`config.mk`:
```
export PLATFORM = sky130hd
export DESIGN_NAME = accflag_alu
export DESIGN_NICKNAME = d
export VERILOG_FILES = /design/src/rtl/accalu_pkg.sv /design/src/rtl/accalu_byte_unit.sv /design/src/rtl/accalu_pair_unit.sv /design/src/rtl/accflag_alu.sv
export SDC_FILE = /design/constraint.sdc
export NUM_CORES = 1
export LEC_CHECK = 0
export ABC_AREA = 1
export ABC_CLOCK_PERIOD_IN_PS = 1100
export BUFFER_PORTS_ARGS = -buffer_cell sky130_fd_sc_hd__buf_2
export CORE_UTILIZATION = 60
export CTS_BUF_LIST = sky130_fd_sc_hd__clkbuf_16
export DETAILED_ROUTE_END_ITERATION = 16
export GPL_TIMING_DRIVEN = 0
export HOLD_SLACK_MARGIN = 0.08
export PLACE_DENSITY = 0.91
export SYNTH_ARGS = -nofsm -noshare
export SYNTH_HDL_FRONTEND = slang
export SYNTH_SLANG_ARGS = --single-unit
```
`constraint.sdc`:
```
create_clock -name clk -period 1.1 [get_ports clk]
set_clock_uncertainty 0.15 [all_clocks]
set_input_delay 0.22 -clock clk [delete_from_list [all_inputs] [get_ports clk]]
set_output_delay 0.22 -clock clk [all_outputs]
set_load 0.01 [all_outputs]
```
`src/rtl/accalu_pkg.sv`:
```
package accalu_pkg;

    typedef enum logic [3:0] {
        OP_ADD  = 4'd0,
        OP_ADC  = 4'd1,
        OP_SUB  = 4'd2,
        OP_SBC  = 4'd3,
        OP_CMP  = 4'd4,
        OP_AND  = 4'd5,
        OP_OR   = 4'd6,
        OP_XOR  = 4'd7,
        OP_NEG  = 4'd8,
        OP_CPL  = 4'd9,
        OP_SCF  = 4'd10,
        OP_CCF  = 4'd11,
        OP_ADDW = 4'd12,
        OP_ADCW = 4'd13,
        OP_SBCW = 4'd14,
        OP_NONE = 4'd15
    } alu_op_e;

    localparam int FL_C  = 0;
    localparam int FL_N  = 1;
    localparam int FL_PV = 2;
    localparam int FL_H  = 4;
    localparam int FL_Z  = 6;
    localparam int FL_S  = 7;

    // field order matches the packed flag byte, sign at bit 7
    typedef struct packed {
        logic s;
        logic z;
        logic x5;
        logic h;
        logic x3;
        logic pv;
        logic n;
        logic c;
    } flags_t;

endpackage

```
`src/rtl/accalu_byte_unit.sv`:
```
module accalu_byte_unit
    import accalu_pkg::*;
#(
    parameter int DATA_W = 8
) (
    input  alu_op_e             op,
    input  logic [DATA_W-1:0]   a_i,
    input  logic [DATA_W-1:0]   b_i,
    input  logic [7:0]          fin_i,
    output logic [DATA_W-1:0]   res_o,
    output logic [7:0]          fout_o
);
    localparam int HALF_W = DATA_W / 2;
    localparam int MSB    = DATA_W - 1;

    flags_t              fin;
    flags_t              fo;
    logic                is_sub;
    logic                cin;
    logic                upd_sz;
    logic [DATA_W-1:0]   opa;
    logic [DATA_W-1:0]   opb;
    logic [DATA_W:0]     full;
    logic [HALF_W:0]     nib;
    logic                ovf;
    logic [DATA_W-1:0]   res;
    logic [DATA_W-1:0]   sz_src;
    logic                unused_xbits;

    assign unused_xbits = ^{fin.x5, fin.x3};

    // shared adder/subtractor; negate is 0 - A on the same path
    always_comb begin
        fin    = flags_t'(fin_i);
        is_sub = (op == OP_SUB) || (op == OP_SBC) || (op == OP_CMP) || (op == OP_NEG);
        cin    = ((op == OP_ADC) || (op == OP_SBC)) ? fin.c : 1'b0;
        opa    = (op == OP_NEG) ? '0  : a_i;
        opb    = (op == OP_NEG) ? a_i : b_i;
        if (is_sub) begin
            full = {1'b0, opa} - {1'b0, opb} - {{DATA_W{1'b0}}, cin};
            nib  = {1'b0, opa[HALF_W-1:0]} - {1'b0, opb[HALF_W-1:0]}
                   - {{HALF_W{1'b0}}, cin};
            ovf  = (opa[MSB] != opb[MSB]) && (full[MSB] != opa[MSB]);
        end else begin
            full = {1'b0, opa} + {1'b0, opb} + {{DATA_W{1'b0}}, cin};
            nib  = {1'b0, opa[HALF_W-1:0]} + {1'b0, opb[HALF_W-1:0]}
                   + {{HALF_W{1'b0}}, cin};
            ovf  = (opa[MSB] == opb[MSB]) && (full[MSB] != opa[MSB]);
        end
    end

    // per-operation result and flag rules
    always_comb begin
        res    = a_i;
        fo     = fin;
        upd_sz = 1'b0;
        sz_src = res;
        case (op)
            OP_ADD, OP_ADC, OP_SUB, OP_SBC, OP_NEG, OP_CMP: begin
                res    = (op == OP_CMP) ? a_i : full[DATA_W-1:0];
                fo.h   = nib[HALF_W];
                fo.pv  = ovf;
                fo.n   = is_sub;
                fo.c   = full[DATA_W];
                upd_sz = 1'b1;
            end
            OP_AND, OP_OR, OP_XOR: begin
                if (op == OP_AND)     res = a_i & b_i;
                else if (op == OP_OR) res = a_i | b_i;
                else                  res = a_i ^ b_i;
                fo.h   = (op == OP_AND);
                fo.pv  = ~^res;
                fo.n   = 1'b0;
                fo.c   = 1'b0;
                upd_sz = 1'b1;
            end
            OP_CPL: begin
                res  = ~a_i;
                fo.h = 1'b1;
                fo.n = 1'b1;
            end
            OP_SCF: begin
                fo.c = 1'b1;
                fo.h = 1'b0;
                fo.n = 1'b0;
            end
            OP_CCF: begin
                fo.h = fin.c;
                fo.c = ~fin.c;
                fo.n = 1'b0;
            end
            default: begin
                res = a_i;
            end
        endcase
        sz_src = (op == OP_CMP) ? full[DATA_W-1:0] : res;
        if (upd_sz) begin
            fo.s = sz_src[MSB];
            fo.z = (sz_src == '0);
        end
        fo.x5 = sz_src[5];
        fo.x3 = sz_src[3];
    end

    assign res_o  = res;
    assign fout_o = fo;

endmodule

```
`src/rtl/accalu_pair_unit.sv`:
```
module accalu_pair_unit
    import accalu_pkg::*;
#(
    parameter int WIDE_W = 16
) (
    input  alu_op_e             op,
    input  logic [WIDE_W-1:0]   p_i,
    input  logic [WIDE_W-1:0]   q_i,
    input  logic [7:0]          fin_i,
    output logic [WIDE_W-1:0]   res_o,
    output logic [7:0]          fout_o
);
    localparam int LOW_W  = WIDE_W - 4;
    localparam int MSB    = WIDE_W - 1;
    localparam int X5_POS = WIDE_W / 2 + 5;
    localparam int X3_POS = WIDE_W / 2 + 3;

    flags_t              fin;
    flags_t              fo;
    logic                cin;
    logic                is_sub;
    logic [WIDE_W:0]     full;
    logic [LOW_W:0]      low;
    logic                ovf;
    logic [WIDE_W-1:0]   res;
    logic                unused_xbits;

    assign unused_xbits = ^{fin.x5, fin.x3};

    always_comb begin
        fin    = flags_t'(fin_i);
        is_sub = (op == OP_SBCW);
        cin    = ((op == OP_ADCW) || (op == OP_SBCW)) ? fin.c : 1'b0;
        if (is_sub) begin
            full = {1'b0, p_i} - {1'b0, q_i} - {{WIDE_W{1'b0}}, cin};
            low  = {1'b0, p_i[LOW_W-1:0]} - {1'b0, q_i[LOW_W-1:0]}
                   - {{LOW_W{1'b0}}, cin};
            ovf  = (p_i[MSB] != q_i[MSB]) && (full[MSB] != p_i[MSB]);
        end else begin
            full = {1'b0, p_i} + {1'b0, q_i} + {{WIDE_W{1'b0}}, cin};
            low  = {1'b0, p_i[LOW_W-1:0]} + {1'b0, q_i[LOW_W-1:0]}
                   + {{LOW_W{1'b0}}, cin};
            ovf  = (p_i[MSB] == q_i[MSB]) && (full[MSB] != p_i[MSB]);
        end
    end

    always_comb begin
        res = p_i;
        fo  = fin;
        case (op)
            OP_ADDW: begin
                res  = full[WIDE_W-1:0];
                fo.h = low[LOW_W];
                fo.c = full[WIDE_W];
                fo.n = 1'b0;
            end
            OP_ADCW, OP_SBCW: begin
                res   = full[WIDE_W-1:0];
                fo.s  = full[MSB];
                fo.z  = (full[WIDE_W-1:0] == '0);
                fo.h  = low[LOW_W];
                fo.pv = ovf;
                fo.n  = is_sub;
                fo.c  = full[WIDE_W];
            end
            default: begin
                res = p_i;
            end
        endcase
        fo.x5 = res[X5_POS];
        fo.x3 = res[X3_POS];
    end

    assign res_o  = res;
    assign fout_o = fo;

endmodule

```
`src/rtl/accflag_alu.sv`:
```
module accflag_alu
    import accalu_pkg::*;
#(
    parameter int DATA_W = 8
) (
    input  logic                  clk,
    input  logic                  rst_n,
    input  logic                  strobe_i,
    input  logic [3:0]            op_i,
    input  logic [DATA_W-1:0]     acc_i,
    input  logic [DATA_W-1:0]     opnd_i,
    input  logic [2*DATA_W-1:0]   pair_a_i,
    input  logic [2*DATA_W-1:0]   pair_b_i,
    input  logic [7:0]            flags_i,
    output logic [2*DATA_W-1:0]   result_o,
    output logic [7:0]            flags_o
);
    localparam int WIDE_W = 2 * DATA_W;

    typedef struct packed {
        logic [WIDE_W-1:0] result;
        logic [7:0]        flags;
    } state_t;

    alu_op_e             op_sel;
    logic [DATA_W-1:0]   byte_res;
    logic [7:0]          byte_fl;
    logic [WIDE_W-1:0]   pair_res;
    logic [7:0]          pair_fl;
    state_t              state_d;
    state_t              state_q;

    assign op_sel = alu_op_e'(op_i);

    accalu_byte_unit #(.DATA_W(DATA_W)) u_byte (
        .op     (op_sel),
        .a_i    (acc_i),
        .b_i    (opnd_i),
        .fin_i  (flags_i),
        .res_o  (byte_res),
        .fout_o (byte_fl)
    );

    accalu_pair_unit #(.WIDE_W(WIDE_W)) u_pair (
        .op     (op_sel),
        .p_i    (pair_a_i),
        .q_i    (pair_b_i),
        .fin_i  (flags_i),
        .res_o  (pair_res),
        .fout_o (pair_fl)
    );

    always_comb begin
        state_d = state_q;
        if (strobe_i) begin
            case (op_sel)
                OP_ADDW, OP_ADCW, OP_SBCW: begin
                    state_d.result = pair_res;
                    state_d.flags  = pair_fl;
                end
                OP_NONE: begin
                    state_d = state_q;
                end
                default: begin
                    state_d.result = {{DATA_W{1'b0}}, byte_res};
                    state_d.flags  = byte_fl;
                end
            endcase
        end
    end

    always_ff @(posedge clk or negedge rst_n) begin
        if (!rst_n) begin
            state_q <= '0;
        end else begin
            state_q <= state_d;
        end
    end

    assign result_o = state_q.result;
    assign flags_o  = state_q.flags;

    AST_HOLD_IDLE: assert property (@(posedge clk) disable iff (!rst_n)
        !strobe_i |=> ($stable(result_o) && $stable(flags_o)));
    AST_NONE_HOLDS: assert property (@(posedge clk) disable iff (!rst_n)
        (strobe_i && op_sel == OP_NONE) |=> ($stable(result_o) && $stable(flags_o)));
    AST_CMP_KEEPS_ACC: assert property (@(posedge clk) disable iff (!rst_n)
        (strobe_i && op_sel == OP_CMP) |=> (result_o == {{DATA_W{1'b0}}, $past(acc_i)}));
    AST_SUB_SETS_N: assert property (@(posedge clk) disable iff (!rst_n)
        (strobe_i && (op_sel inside {OP_SUB, OP_SBC, OP_CMP, OP_NEG, OP_SBCW}))
        |=> flags_o[FL_N]);
    AST_LOGIC_CLEARS_NC: assert property (@(posedge clk) disable iff (!rst_n)
        (strobe_i && (op_sel inside {OP_AND, OP_OR, OP_XOR}))
        |=> (!flags_o[FL_N] && !flags_o[FL_C]));
    AST_NEG_ZERO_NO_CARRY: assert property (@(posedge clk) disable iff (!rst_n)
        (strobe_i && op_sel == OP_NEG && acc_i == '0)
        |=> (!flags_o[FL_C] && flags_o[FL_Z]));
    AST_SCF_SETS_C: assert property (@(posedge clk) disable iff (!rst_n)
        (strobe_i && op_sel == OP_SCF) |=> (flags_o[FL_C] && !flags_o[FL_H]));
    AST_PAIR_ADD_KEEPS_SZV: assert property (@(posedge clk) disable iff (!rst_n)
        (strobe_i && op_sel == OP_ADDW)
        |=> (flags_o[FL_S] == $past(flags_i[FL_S]) && flags_o[FL_Z] == $past(flags_i[FL_Z])
             && flags_o[FL_PV] == $past(flags_i[FL_PV])));

endmodule

```
==> results of run 1 <==
## repair_timing
item	4_1_cts
buffers inserted	69
setup endpoints to repair	48
hold buffers	1
pin swaps	71
gates cloned	1
resized for setup	162
endpoints found under the hold margin	24
## stage by stage
step	setup slack [ns]	instance area, um^2	util	cells
after floorplan	-2.02	5720	-	964
after CTS	-1.96	7400	0.837	1221
after detailed placement	-2.77	6270	0.709	1156
after global placement	-2.71	6270	0.709	1156
## routing by layer
metal  track usage  GRT overflow
met1         0.667             0
met2         0.881             4
met3         0.440             0
met4         0.565             1
met5         0.195             0
## logic make-up after synthesis
logic type               share of synthesized area
AND/OR/NAND/NOR                              0.381
buffers and inverters                        0.117
AO/OA/AOI/OAI                                0.158
adder cells (fa/ha/maj)                      0.209
flip-flops                                   0.108
XOR/XNOR                                    0.0268
==> out/metrics.csv, run 1 <==
stage;metric;value;unit
run_status;status;did not finish;
run_status;haltStage;global routing (5_1_grt);
run_status;stop_error;[ERROR GRT-0232] Routing congestion too high. Check the congestion heatmap in the GUI.;
clocking;cts_root_buf;clkbuf_16;
synthesis;yosys.area.top_type;ha_1;
placement;place_hpwl;14300;um
synthesis;synth.avg_cell_area;5.77;um^2
clocking;htreeDepth;1;
synthesis;syn_area;5570;um^2
global_routing;gr-total-overflow;5;
synthesis;ys_warn_count;0;
synthesis;syn_nets;1115;
synthesis;synth_cell_types;38;
synthesis;synth.most_common_cell;nand2_1;
synthesis;yosysSeqAreaShare;0.108;
synthesis;ys_seq_elements;24;
sta;worst_endpoint_kind;sequential cell input;
sta;grt-worst-endpoint;flags_o[6]$_DFFE_PN0P_/D;
synthesis;synthFlopType;dfrtp_1;
floorplan;die_height;98.3;um
placement;port_buffers;84;
synthesis;ys_async_sr_fraction;1.00;
clocking;clock_sinks;24;
global_routing;grt_use_total;0.651;
synthesis;synth-edff-count;0;
global_routing;grt_max_degree;25;
clocking;numCtsBuffers;3;
synthesis;netlist_instances;964;
clocking;clk_path_buf_depth;2;
floorplan;boundaryPins;87;
placement;globalplace.congestion;0.987;
synthesis;synthTopCellsByArea;ha_1, nand2_1, dfrtp_1;
floorplan;die_w;98.3;um
synthesis;synth_top_area_share;0.180;
floorplan;rows;34;
floorplan;start_util;0.629;
synthesis;yosys-top-cells-count;nand2_1, inv_1, nor2_1, nand3_1, ha_1;
==> inputs of run 2 (changes only) <==
--- a/config.mk
+++ b/config.mk
@@ -8,12 +8,10 @@
 export ABC_AREA = 1
 export ABC_CLOCK_PERIOD_IN_PS = 1100
 export BUFFER_PORTS_ARGS = -buffer_cell sky130_fd_sc_hd__buf_2
-export CORE_UTILIZATION = 60
-export CTS_BUF_LIST = sky130_fd_sc_hd__clkbuf_16
+export CORE_UTILIZATION = 40
 export DETAILED_ROUTE_END_ITERATION = 16
 export GPL_TIMING_DRIVEN = 0
-export HOLD_SLACK_MARGIN = 0.08
-export PLACE_DENSITY = 0.91
+export PLACE_DENSITY_LB_ADDON = 0.15
 export SYNTH_ARGS = -nofsm -noshare
 export SYNTH_HDL_FRONTEND = slang
 export SYNTH_SLANG_ARGS = --single-unit
==> run 2 against run 1 <==
The flow now finishes, with violations (setup timing). Synthesized area unchanged. Synthesized cell count unchanged.
==> out/metrics.csv, run 2 <==
stage;metric;value;unit
clocking;clock_sinks;24;
sta;fin_ws;-2.08;ns
finish;post-route-util;0.595;
floorplan;start_util;0.415;
synthesis;yosys.area.top_type;ha_1;
sta;slew_violations;0;
sta;period_share;2.89;
worst_setup_path;critPathMaxStageDelay;0.57;ns
clocking;htreeDepth;1;
finish;nFillCells;1327;
routing;routed-via-count;6944;
sta;fmax;315;MHz
global_routing;use_met1;0.407;
synthesis;ys_warn_count;0;
finish;final_layout_size_suffix_gt1_frac;0.324;
min_path;hold_path.class;input port to register;
finish;nets;1295;
sta;period_minus_slack;3.18;ns
routing;wirelength;20000;um
sta;hold_violations;0;
clocking;clk_path_buf_depth;2;
floorplan;core;13400;um^2
synthesis;synth.avg_cell_area;5.77;um^2
synthesis;yosys-top-cells-count;nand2_1, inv_1, nor2_1, nand3_1, ha_1;
clocking;numCtsBuffers;3;
pwr;pwr-share-clk;0.125;
worst_setup_path;cp_data_required_time;1.15;ns
floorplan;boundaryPins;87;
run_status;violations;setup timing;
global_routing;grt_use_total;0.275;
placement;port_buffers;84;
worst_setup_path;cp_slowest_cell;fa_2;
routing;dr.pass1.iters;6;
routing;ant_nets;0;
run;drv_cap;0;
synthesis;yosysSeqAreaShare;0.108;
global_routing;grt_pass1_vias;6311;
finish;areaGrowthSynthToFinish;43.3;%
synthesis;synthTopCellsByArea;ha_1, nand2_1, dfrtp_1;
finish;final_common_cell;nand2_1;
synthesis;ys_seq_elements;24;
pwr;p_seq_frac;0.161;
synthesis;synthFlopType;dfrtp_1;
pwr;p_comb_frac;0.714;
synthesis;netlist_instances;964;
floorplan;rows;42;
floorplan;die_height;120;um
synthesis;ys_async_sr_fraction;1.00;
placement;place_inst;1224;
floorplan;die_w;120;um
pwr;leakagePower;4.19;nW
worst_setup_path;path_delay_family;simple AND/OR/NAND/NOR gates;
pwr;power_density;863;nW/um^2
global_routing;grt_max_degree;25;
synthesis;synth.most_common_cell;nand2_1;
global_routing;grtUsageMet2;0.435;
sta;rsz0062_at_grt;true;
worst_setup_path;worstPathArrival;3.23;ns
pwr;p_sw;3.26;mW
synthesis;synth-edff-count;0;
run_status;status;finished, violations left;
worst_setup_path;cpMostUsedCell;nand2_1;
worst_setup_path;crit_fanout;4;
worst_setup_path;r2r_slack;-0.04;ns
sta;slew_headroom;0.489;
global_routing;grt_util_met3;0.0271;
worst_setup_path;worstSetupPathType;input port to register;
pwr;finalPower;6.88;mW
routing;viasPerCell;5.26;
clocking;cts_root_buf;clkbuf_16;
clocking;insertion_delay;0.26;ns
placement;place_hpwl;15500;um
worst_setup_path;endpoint_kind;register;
pwr;switching_share;0.474;
pwr;vdd_drop_max;0.000505;V
routing;wl_per_cell;15.2;um
global_routing;grt_busiest_layer;met2;
synthesis;synth_cell_types;38;
finish;layout.cells.non_filler;1319;
routing;drt-initial-drc-count;565;
worst_setup_path;crit_buf_inv;6;
clocking;cts.clk_slew.worst_paths;0.06;ns
finish;ff_latch_area;601;um^2
finish;multi_input_area;5110;um^2
global_routing;grt_pass1_wl;31500;um
global_routing;gr-total-overflow;0;
sta;worstMarginPinSlew;0.766;ns
placement;globalplace.congestion;0.941;
clocking;cts_tree;yes;
synthesis;synth_top_area_share;0.180;
global_routing;antenna_found_initial;0;
synthesis;syn_nets;1115;
finish;largest_register_ffs;16;
worst_setup_path;startpoint_type;input port;
finish;antennaDiodeCount;0;
routing;drc;0;
floorplan;fp.dieArea;14400;um^2
finish;mostFrequentLayoutCells;nand2_1, inv_1, nor2_1, buf_2, buf_4;
pwr;internal-power;3.62;mW
sta;finalSetupViolations;48;
synthesis;syn_area;5570;um^2
## run 2: cell counts after synthesis
Identical to the previous run, type by type.
## run 2: power groups by stage
stage / Clock [mW] / Combinational (mW) / Sequential [mW]
CTS: 0.874 / 4.43 / 1.10
floorplan: 0 / 2.47 / 1.16
detailed placement: 0 / 3.61 / 1.13
global route: 0.917 / 5.41 / 1.11
global placement: 0 / 3.60 / 1.12
finish: 0.863 / 4.91 / 1.11
## run 2: metal layers
layer  part of all wire  wire (um)
met3              0.059       1180
met1               0.48       9690
met5                  0          0
met2               0.44       8870
met4              0.012        241
## run 2: metrics by stage
| stage | instance area (um^2) | hold WS (ns) | worst slack, ns | setup TNS [ns] |
|---|---|---|---|---|
| after floorplan | 5720 | -0.226 | -2.02 | -36.86 |
| after global placement | 6360 | 0.0829 | -2.77 | -52.43 |
| after CTS | 7550 | 0.130 | -1.99 | -37.75 |
| after detailed placement | 6360 | 0.0813 | -2.80 | -52.97 |
| after global routing | 7970 | 0.0991 | -2.21 | -43.33 |
| final | 7970 | 0.100 | -2.08 | -40.29 |
## run 2: kinds of logic (layout without fill, tap and decap cells)
logic type	Yosys count	after routing	share of synthesized area
and+or+nand+nor	506	506	0.381
DFF	24	24	0.108
adders and majority gates	88	88	0.209
xor gates and xnor gates	17	17	0.0268
buffers and inverters	171	350	0.117
AOI/OAI and AO/OA	158	158	0.158
## run 2: repair_timing
action	in CTS	in global routing
endpoints found under the setup margin	48	72
setup buffers	72	28
hold buffers	1	0
gates resized for setup	163	81
gates cloned	1	0
pin swaps	70	46
endpoints found under the hold margin	24	0
## run 2: final cells by class
type,count,area share
clock buffers,4,0.0111
repair buffers,175,0.154
flip-flops and latches,24,0.0753
multi-input cells,769,0.641
inverters,157,0.0763
well taps,176,0.0276
plain buffers,14,0.0140
## run 2: worst min-delay path, stage by stage
cell     delay (ns)
buf_2          0.13
nand3_4        0.08
nand2_1        0.04
## run 2: final timing paths
| path | from | endpoint | cells after the start |
|---|---|---|---|
| min reg2reg | result_o[13] | result_o[13] | 3 |
| max | op_i[0] | flags_o[6] | 28 |
| min in group asynchronous | rst_n | result_o[6] | 2 |
| max reg2reg | result_o[14] | result_o[14] | 3 |
| max in group asynchronous | rst_n | result_o[9] | 2 |
| min | strobe_i | result_o[13] | 3 |
Note: power is estimated with default switching activity, not from simulation.
